===== src/rtl/cbr_refresh_pkg.sv =====
package cbr_refresh_pkg;

    typedef enum logic [1:0] {
        SEQ_IDLE      = 2'd0,
        SEQ_CAS_LEAD  = 2'd1,
        SEQ_RAS_LOW   = 2'd2,
        SEQ_PRECHARGE = 2'd3
    } seq_state_e;

    typedef struct packed {
        logic drive;
        logic ras_n;
        logic cas_n;
    } strobe_t;

    // Bits needed to hold the value v, never fewer than one.
    function automatic int unsigned bits_for(input int unsigned v);
        int unsigned w;
        w = 1;
        while ((v >> w) != 0) w++;
        return w;
    endfunction

    // Pin levels for each sequencer phase.
    function automatic strobe_t strobe_for(input seq_state_e s);
        strobe_t o;
        unique case (s)
            SEQ_CAS_LEAD:  o = '{drive: 1'b1, ras_n: 1'b1, cas_n: 1'b0};
            SEQ_RAS_LOW:   o = '{drive: 1'b1, ras_n: 1'b0, cas_n: 1'b0};
            SEQ_PRECHARGE: o = '{drive: 1'b1, ras_n: 1'b1, cas_n: 1'b1};
            default:       o = '{drive: 1'b0, ras_n: 1'b1, cas_n: 1'b1};
        endcase
        return o;
    endfunction

endpackage


===== src/rtl/refresh_interval_timer.sv =====
module refresh_interval_timer #(
    parameter int unsigned INTERVAL_CYCLES = 1560
) (
    input  logic clk,
    input  logic rst,
    output logic tick
);
    import cbr_refresh_pkg::*;

    localparam int unsigned CW = bits_for(INTERVAL_CYCLES - 1);
    localparam logic [CW-1:0] LAST = CW'(INTERVAL_CYCLES - 1);

    logic [CW-1:0] count_q;

    always_ff @(posedge clk) begin
        if (rst) begin
            count_q <= '0;
        end else if (count_q == LAST) begin
            count_q <= '0;
        end else begin
            count_q <= count_q + 1'b1;
        end
    end

    assign tick = (count_q == LAST);

endmodule


===== src/rtl/refresh_debt_ledger.sv =====
module refresh_debt_ledger #(
    parameter int unsigned DEBT_W       = 4,
    parameter int unsigned INIT_REFRESH = 8
) (
    input  logic              clk,
    input  logic              rst,
    input  logic              accrue,
    input  logic              repay,
    output logic [DEBT_W-1:0] debt,
    output logic              ready
);
    import cbr_refresh_pkg::*;

    localparam logic [DEBT_W-1:0] DEBT_MAX  = '1;
    localparam logic [DEBT_W-1:0] DEBT_INIT = DEBT_W'(INIT_REFRESH);

    logic [DEBT_W-1:0] debt_q;
    logic [DEBT_W-1:0] debt_d;

    always_comb begin
        debt_d = debt_q;
        unique case ({accrue, repay})
            2'b10: if (debt_q != DEBT_MAX) debt_d = debt_q + 1'b1;
            2'b01: if (debt_q != '0)       debt_d = debt_q - 1'b1;
            default: debt_d = debt_q;
        endcase
    end

    always_ff @(posedge clk) begin
        if (rst) begin
            debt_q <= DEBT_INIT;
        end else begin
            debt_q <= debt_d;
        end
    end

    assign debt = debt_q;

    generate
        if (INIT_REFRESH == 0) begin : g_no_init
            assign ready = 1'b1;
        end else begin : g_init
            localparam int unsigned IW = bits_for(INIT_REFRESH);
            localparam logic [IW-1:0] INIT_LOAD = IW'(INIT_REFRESH);
            logic [IW-1:0] init_left_q;

            always_ff @(posedge clk) begin
                if (rst) begin
                    init_left_q <= INIT_LOAD;
                end else if (repay && init_left_q != '0) begin
                    init_left_q <= init_left_q - 1'b1;
                end
            end

            assign ready = (init_left_q == '0);
        end
    endgenerate

endmodule


===== src/rtl/cbr_strobe_sequencer.sv =====
module cbr_strobe_sequencer #(
    parameter int unsigned CAS_LEAD_CYC  = 1,
    parameter int unsigned RAS_LOW_CYC   = 5,
    parameter int unsigned PRECHARGE_CYC = 4
) (
    input  logic clk,
    input  logic rst,
    input  logic grant,
    input  logic owed,
    output logic busy,
    output logic done,
    output logic strobe_en,
    output logic ras_n,
    output logic cas_n
);
    import cbr_refresh_pkg::*;

    localparam int unsigned LONGEST =
        (CAS_LEAD_CYC > RAS_LOW_CYC) ?
            ((CAS_LEAD_CYC > PRECHARGE_CYC) ? CAS_LEAD_CYC : PRECHARGE_CYC) :
            ((RAS_LOW_CYC > PRECHARGE_CYC) ? RAS_LOW_CYC : PRECHARGE_CYC);
    localparam int unsigned PW = bits_for(LONGEST);
    localparam logic [PW-1:0] LOAD_LEAD = PW'(CAS_LEAD_CYC - 1);
    localparam logic [PW-1:0] LOAD_RAS  = PW'(RAS_LOW_CYC - 1);
    localparam logic [PW-1:0] LOAD_PRE  = PW'(PRECHARGE_CYC - 1);

    seq_state_e    state_q, state_d;
    logic [PW-1:0] left_q, left_d;
    logic          phase_end;
    strobe_t       pins;

    assign phase_end = (left_q == '0);

    always_comb begin
        state_d = state_q;
        left_d  = left_q;
        unique case (state_q)
            SEQ_IDLE: begin
                if (grant && owed) begin
                    state_d = SEQ_CAS_LEAD;
                    left_d  = LOAD_LEAD;
                end
            end
            SEQ_CAS_LEAD: begin
                if (phase_end) begin
                    state_d = SEQ_RAS_LOW;
                    left_d  = LOAD_RAS;
                end else begin
                    left_d = left_q - 1'b1;
                end
            end
            SEQ_RAS_LOW: begin
                if (phase_end) begin
                    state_d = SEQ_PRECHARGE;
                    left_d  = LOAD_PRE;
                end else begin
                    left_d = left_q - 1'b1;
                end
            end
            SEQ_PRECHARGE: begin
                if (phase_end) begin
                    state_d = SEQ_IDLE;
                    left_d  = '0;
                end else begin
                    left_d = left_q - 1'b1;
                end
            end
            default: begin
                state_d = SEQ_IDLE;
                left_d  = '0;
            end
        endcase
    end

    always_ff @(posedge clk) begin
        if (rst) begin
            state_q <= SEQ_IDLE;
            left_q  <= '0;
        end else begin
            state_q <= state_d;
            left_q  <= left_d;
        end
    end

    assign pins      = strobe_for(state_q);
    assign strobe_en = pins.drive;
    assign ras_n     = pins.ras_n;
    assign cas_n     = pins.cas_n;
    assign busy      = (state_q != SEQ_IDLE);
    assign done      = (state_q == SEQ_PRECHARGE) && phase_end;

endmodule


===== src/rtl/cbr_refresh_sched.sv =====
module cbr_refresh_sched #(
    parameter int unsigned INTERVAL_CYCLES = 1560,
    parameter int unsigned DEBT_W          = 4,
    parameter int unsigned URGENT_LEVEL    = 8,
    parameter int unsigned INIT_REFRESH    = 8,
    parameter int unsigned CAS_LEAD_CYC    = 1,
    parameter int unsigned RAS_LOW_CYC     = 5,
    parameter int unsigned PRECHARGE_CYC   = 4
) (
    input  logic              clk,
    input  logic              rst,
    input  logic              grant,
    output logic              req,
    output logic              urgent,
    output logic              ready,
    output logic              strobe_en,
    output logic              ras_n,
    output logic              cas_n,
    output logic [DEBT_W-1:0] debt
);
    localparam logic [DEBT_W-1:0] URGENT_D = DEBT_W'(URGENT_LEVEL);

    logic tick;
    logic busy;
    logic done;
    logic owed;

    refresh_interval_timer #(
        .INTERVAL_CYCLES(INTERVAL_CYCLES)
    ) u_timer (
        .clk (clk),
        .rst (rst),
        .tick(tick)
    );

    refresh_debt_ledger #(
        .DEBT_W      (DEBT_W),
        .INIT_REFRESH(INIT_REFRESH)
    ) u_ledger (
        .clk   (clk),
        .rst   (rst),
        .accrue(tick),
        .repay (done),
        .debt  (debt),
        .ready (ready)
    );

    assign owed = (debt != '0);

    cbr_strobe_sequencer #(
        .CAS_LEAD_CYC (CAS_LEAD_CYC),
        .RAS_LOW_CYC  (RAS_LOW_CYC),
        .PRECHARGE_CYC(PRECHARGE_CYC)
    ) u_seq (
        .clk      (clk),
        .rst      (rst),
        .grant    (grant),
        .owed     (owed),
        .busy     (busy),
        .done     (done),
        .strobe_en(strobe_en),
        .ras_n    (ras_n),
        .cas_n    (cas_n)
    );

    assign req    = owed || busy;
    assign urgent = ready && (debt >= URGENT_D);

endmodule


===== config.mk =====
export PLATFORM = sky130hd
export DESIGN_NAME = cbr_refresh_sched
export DESIGN_NICKNAME = d
export VERILOG_FILES = /design/src/rtl/cbr_refresh_pkg.sv /design/src/rtl/refresh_interval_timer.sv /design/src/rtl/refresh_debt_ledger.sv /design/src/rtl/cbr_strobe_sequencer.sv /design/src/rtl/cbr_refresh_sched.sv
export SDC_FILE = /design/constraint.sdc
export NUM_CORES = 1
export LEC_CHECK = 0
export ABC_AREA = 0
export BUFFER_PORTS_ARGS = -buffer_cell sky130_fd_sc_hd__buf_2
export CORE_ASPECT_RATIO = 0.5
export CORE_MARGIN = 1
export CORE_UTILIZATION = 32
export CTS_CLUSTER_DIAMETER = 80
export CTS_CLUSTER_SIZE = 14
export DETAILED_ROUTE_END_ITERATION = 8
export SYNTH_ARGS = -nofsm -noshare
export SYNTH_HDL_FRONTEND = slang
export SYNTH_SLANG_ARGS = --single-unit

===== constraint.sdc =====
create_clock -name clk -period 7.2 [get_ports clk]
set_clock_uncertainty 0.15 [all_clocks]
set_input_delay 0.72 -clock clk [delete_from_list [all_inputs] [get_ports clk]]
set_output_delay 0.72 -clock clk [all_outputs]
set_load 0.01 [all_outputs]

# After elaboration in Yosys (flattened, before gate mapping)

Index checks and enable logic that the tools add are counted.

Register bits: 24
Output and inout bits: 10

Add/sub/neg operators: 5
Order comparisons: 1
Equality and inequality tests: 13
Multiplexer cells: 14
Reduce and logical (&&, ||, !) cells: 15

Operator list:

| operator              | number |
|---|---|
| $mux 3                | 4 |
| $pmux 3 s4            | 1 |
| $add 11x1->11 const B | 1 |
| $eq 11x11->1 const B  | 1 |
| $ne 2x1->1 const B    | 5 |
| $pmux 3 s3            | 1 |
| $mux 2                | 4 |
| $mux 4                | 2 |
| $pmux 2 s4            | 1 |
| $pmux 4 s2            | 1 |
| $reduce_bool 4->1     | 2 |
| $sub 4x1->4 const B   | 2 |
| $eq 2x2->1 const B    | 3 |
| $add 4x1->4 const B   | 1 |
| $eq 2x1->1 const B    | 2 |
| $ge 4x4->1 const B    | 1 |
| $logic_and 1x1->1     | 4 |
| $logic_not 4->1       | 1 |
| $ne 4x4->1 const B    | 1 |
| $reduce_and 4->1      | 1 |
| $reduce_bool 2->1     | 2 |
| $logic_not 3->1       | 1 |
| $reduce_and 3->1      | 1 |
| $sub 3x1->3 const B   | 1 |
| 4 further kinds       | 4 |

# Logic depth before layout (Yosys ltp)

Depth after elaboration: 5
Depth in mapped cells: 9
Depth with buffers taken out: 9

# Hierarchy

From an unflattened synthesis, not the netlist that was laid out.

Cell total of the unflattened synthesis: 153
Area, all modules: 1,387.6 µm²

Modules (own cells, without submodules):

| module                 | times used | cells an instance | area an instance (µm²) | seq. area each (µm²) |
|---|---|---|---|---|
| refresh_interval_timer | 1          | 56                | 519.2                  | 220.2 |
| refresh_debt_ledger    | 1          | 50                | 474.2                  | 160.2 |
| cbr_strobe_sequencer   | 1          | 44                | 370.4                  | 100.1 |
| cbr_refresh_sched      | 1          | 3                 | 23.8                   | 0.0 |

# Worst setup path after synthesis

OpenSTA, ideal clock, no wires.

Kind: reg2reg
From: reg u_seq.state_q[1]
To: reg u_ledger.debt_q[2] (netlist: u_ledger.debt[2])
Arrival: 2.142 ns
Required time: 6.984 ns
Setup slack: 4.842 ns
Cell stages (with the launch flop): 10
Buffers on the path: 0
Clock period less this slack: 2.358 ns
Cell sequence: dfxtp_1 ha_1 or4b_4 a41oi_2 xor2_1 ha_1 nor2_1 mux2_4 a21o_1 a21oi_2

Longest elaborated chain between the ends: 5
Elaborated cells between the ends (all ways): 9

Ends and longest elaborated chain:

| item                                               | RTL line                   | RTL |
|---|---|---|
| start, declared                                    | cbr_strobe_sequencer.sv:27 | `seq_state_e state_q, state_d;` |
| start signal, assigned                             | cbr_strobe_sequencer.sv:80 | `state_q <= state_d;` |
| $eq 2x2->1 (*)                                     | cbr_strobe_sequencer.sv:90 | `assign done = (state_q == SEQ_PRECHARGE) && phase_end;` |
| $logic_and 1x1->1 (*)                              | cbr_strobe_sequencer.sv:90 |  |
| $eq 2x2->1 or $eq 2x1->1 (tied branches)           | refresh_debt_ledger.sv:22  | `unique case ({accrue, repay})` |
| $ne 2x1->1 (no line), or another cell as far along | -                          |  |
| $reduce_and 3->1 (no line)                         | -                          |  |
| end signal, assigned                               | refresh_debt_ledger.sv:33  | `debt_q <= debt_d;` |
| end, declared                                      | refresh_debt_ledger.sv:17  | `logic [DEBT_W-1:0] debt_q;` |

Mark *: on every way between the ends. The rest lies on a longest branch, timed or not.
A chain may end at the register's enable or synchronous reset.

# Worst setup path after layout

From: reg u_seq.state_q[0]
To: reg u_ledger.debt_q[2] (netlist: u_ledger.debt[2])

Same word-level chain as after synthesis.

==> results.md <==
- CP cell instances: ha_1 -> or4b_4 -> a41oi_2 -> xor2_1 -> ha_1 -> nor2_1 -> mux2_4 -> a21o_1 -> a21oi_2
- Post-CTS Resized: 0
- Maximum capacitance violations: 0
- Core area: about 3600 um^2
- Post CTS Setup Buffer Count: 0
- Synth unique cells: 38
- Number of fill cells: 376
- Met1 usage in global routing: a little over an eighth
- Worst slew margin: between 70% and 80%
- First-pass DRT Iterations: 4
- Worst hold stages: 1
- Final TNS setup: 0 ns
- Tmin final: 2.53 ns
- Top_reg_cell synth: dfxtp_1
- Adder-cell share of the synthesized area: between 8 and 9%
- Syn Area/Cell: 9.02 um^2
- CTS tree: built
- Post-Synth Simple-Gate Area: between 20% and 30%
- First-pass GRT wire length: 3710 um
- Peak supply drop: between 0.15 and 0.2 mV
- Post-DP HPWL: about 1700 um
- Tcrit/Tclk final: a little over a third
- Ys async rst share: 0%
- Reg2reg start: u_seq.state_q[0]$_SDFFE_PP0P_
- Grt met2 use: between 20% and 30%
- Grt ovf: 0
- M3 GR Usage: 3.40%
- Total track usage: around 11%
- Path depth of the worst reg2reg path: 9
- Pwr Total: 0.397 mW
- Slowest stage delay, CP: a little over 0.5 ns
- Largest family of logic cells by synthesized area: simple AND/OR/NAND/NOR gates
- Placed Area: approximately 1400 um^2
- Die W: 91.8 um
- Crit path max-delay family: simple AND/OR/NAND/NOR gates
- Clock Tree Buf Depth: 2
- Most common cell after layout, fill and taps aside: nor2_1
- DR WL/cell: approximately 11 um
- Boundary Pins: 13
- Compound-gate portion of the synthesized area: around 10%
- Share of the synthesized area in the top cell type: a little under two fifths
- Hold Violations, Final: 0
- Starting density of the core: 35.4%
- Clock latency on the worst-skew pair: ~0.26 ns
- Largest net degree at the start of global routing: 16
- HP Start: u_timer.count_q[0]$_SDFF_PP0_
- # setup viols final: 0
- Total CTS buffers: 3
- Post-Synth XOR/XNOR Area: under 10%
- Post-Syn Area: ~1300 um^2
- Final WL: between 2000 and 2500 um
- Layout cell share with drive strength beyond 1: about 18%
- Reg-to-Reg End: u_ledger.debt[2]$_SDFFE_PP0P_
- Post-DRT Antenna Nets: 0
- R2R setup slack: around 4.7 ns
- Syn_nets: 155
- DR vias: a little under 1,000
- Post-synth EDFFs: 0
- # rows: 15
- #FFs+latches synth: 24
- Initial antenna violation count: 0
- Num Clock Sinks: 24
- CTS root buf: clkbuf_8
- Hold Slack: 0.320 ns
- Port Buffer Count: 12
- Cell taking the most area after synthesis: dfxtp_1
- CP max stage cell: or4b_4
- Die Y: 46.9 um
- Worst Hold End: u_timer.count_q[0]$_SDFF_PP0_
- Unrepaired setup endpoints after global routing: false
- PD cells: approximately 270 nW/um^2
- Via/cell ratio: between 4 and 5
- Mux cell area share after synthesis: between 5 and 6%
- Design area: ~1500 um^2
- Crit path buffers/inverters: 0
- Synth-to-layout area growth: 13.2%
- Worst EP arrival: ~2.6 ns
- Total Nets Final: 170
- Critical Path End Type: flip-flop
- Static leakage: about 0.60 nW
- CTS Hold Bufs: 0
- Worst setup path category: reg2reg
- Worst-margin pin slew: ~0.37 ns
- Post-synthesis cell count: about 140
- Initial DRC Count: 10
- Post-route DRC: 0
- Die ar.: about 4300 um^2
- Pins Over Slew Limit: 0
- Worst path most repeated cell: ha_1
- Ys Warns: 0
- Status: finished clean
- GPL Wtd Cong: 0.803
- Critical Path RT: between 7 and 8 ns
- Clk pin slew, worst setup/hold paths: 0.08 ns
- Sequential element share of the synthesized area: around 37%
- GRT Max-Usage Layer: met2
- Final antenna diode count: 0
- Htree depth: 1
- Worst Hold Class: reg2reg
- Achievable Freq: a little under 400 MHz
- Type of origin of the critical path: flip-flop
- Most frequent cells in the layout: 29 x nor2_1, 24 x dfxtp_1, 12 x buf_2
- Crit path max fanout: 5
- Vias in the first global route: 850
- Ranking of synthesized cells by area: dfxtp_1 37%, ha_1 8.7%, nor2_1 8.4%, xor2_1 4.8%, xnor2_1 4.1%
==> layer usage <==
metal / wire length, um / up-vias
li1: - / 515
met1: 1180 / 436
met2: 969 / 8
met3: 60 / 2
met4: 20 / 0
met5: 0 / -
==> how the worst max path moves through the flow <==
stage                                        startpoint                            end  cells past startpoint
final                     u_seq.state_q[0]$_SDFFE_PP0P_  u_ledger.debt[2]$_SDFFE_PP0P_                      9
after global placement    u_seq.state_q[1]$_SDFFE_PP0P_  u_ledger.debt[2]$_SDFFE_PP0P_                      9
after detailed placement  u_seq.state_q[1]$_SDFFE_PP0P_  u_ledger.debt[2]$_SDFFE_PP0P_                      9
after global routing      u_seq.state_q[1]$_SDFFE_PP0P_  u_ledger.debt[2]$_SDFFE_PP0P_                      9
after CTS                 u_seq.state_q[1]$_SDFFE_PP0P_  u_ledger.debt[2]$_SDFFE_PP0P_                      9
after floorplan           u_seq.state_q[1]$_SDFFE_PP0P_  u_ledger.debt[2]$_SDFFE_PP0P_                      9
==> cell families (layout without fill, tap and decap cells) <==
group	Yosys count	count (layout)
AOI/OAI and AO/OA	17	17
xor gates and xnor gates	13	13
adders and majority gates	9	9
buffers and inverters	12	26
DFF	24	24
muxes	5	5
and+or+nand+nor	63	63
==> registers in the layout (all words and copies together) (netlist names) <==
signal / cells
u_ledger.debt: 4
u_ledger.g_init.init_left_q: 4
u_timer.count_q: 11
u_seq.left_q: 3
u_seq.state_q: 2
==> cell type report <==
cell class	instances	area (um^2)	area share, %
multi-input cells	107	763	52.3
flip-flops and latches	24	480	32.9
well taps	51	63.8	4.37
repair buffers	12	60.1	4.11
clock buffers	4	55.1	3.77
inverters	10	37.5	2.57
==> power by group <==
part / leakage, nW / total (mW) / switching [mW] / internal (mW)
clock: 0.0288 / 0.0907 / 0.0419 / 0.0488
combinational: 0.380 / 0.142 / 0.0762 / 0.0659
sequential: 0.195 / 0.164 / 0.0164 / 0.147
total: 0.604 / 0.397 / 0.135 / 0.262
==> metrics by stage <==
| stage | std cells | util [%] | setup WS [ns] |
|---|---|---|---|
| 6_report | 208 | 40.1 | 4.67 |
| 3_3_place_gp | 204 | 38.6 | 4.77 |
| 3_5_place_dp | 204 | 38.6 | 4.68 |
| 4_1_cts | 208 | 40.1 | 4.66 |
| 2_1_floorplan | 143 | - | 4.84 |
| 5_1_grt | 208 | 40.1 | 4.61 |
==> worst reg2reg max path, cell delays in order (launching register included) <==
cell and delay, ns:
dfxtp_1 0.41, ha_1 0.20, or4b_4 0.51, a41oi_2 0.24, xor2_1 0.18, ha_1 0.18
nor2_1 0.04, mux2_4 0.27, a21o_1 0.19, a21oi_2 0.10
==> cells in the mapped netlist, types with 2 or more instances <==
library cell / count
a211oi_1: 2
or2_2: 2
mux2i_1: 3
nor3_1: 2
a21oi_1: 4
inv_1: 10
o21bai_1: 2
a21o_1: 2
ha_1: 9
nand3_1: 8
and3_1: 2
xnor2_1: 6
xor2_1: 7
nand2b_1: 2
nand2_1: 5
nor3b_1: 2
dfxtp_1: 24
or3_1: 2
nor2_1: 29
nand3b_1: 2
No activity file was read; power rests on OpenSTA's default activity.
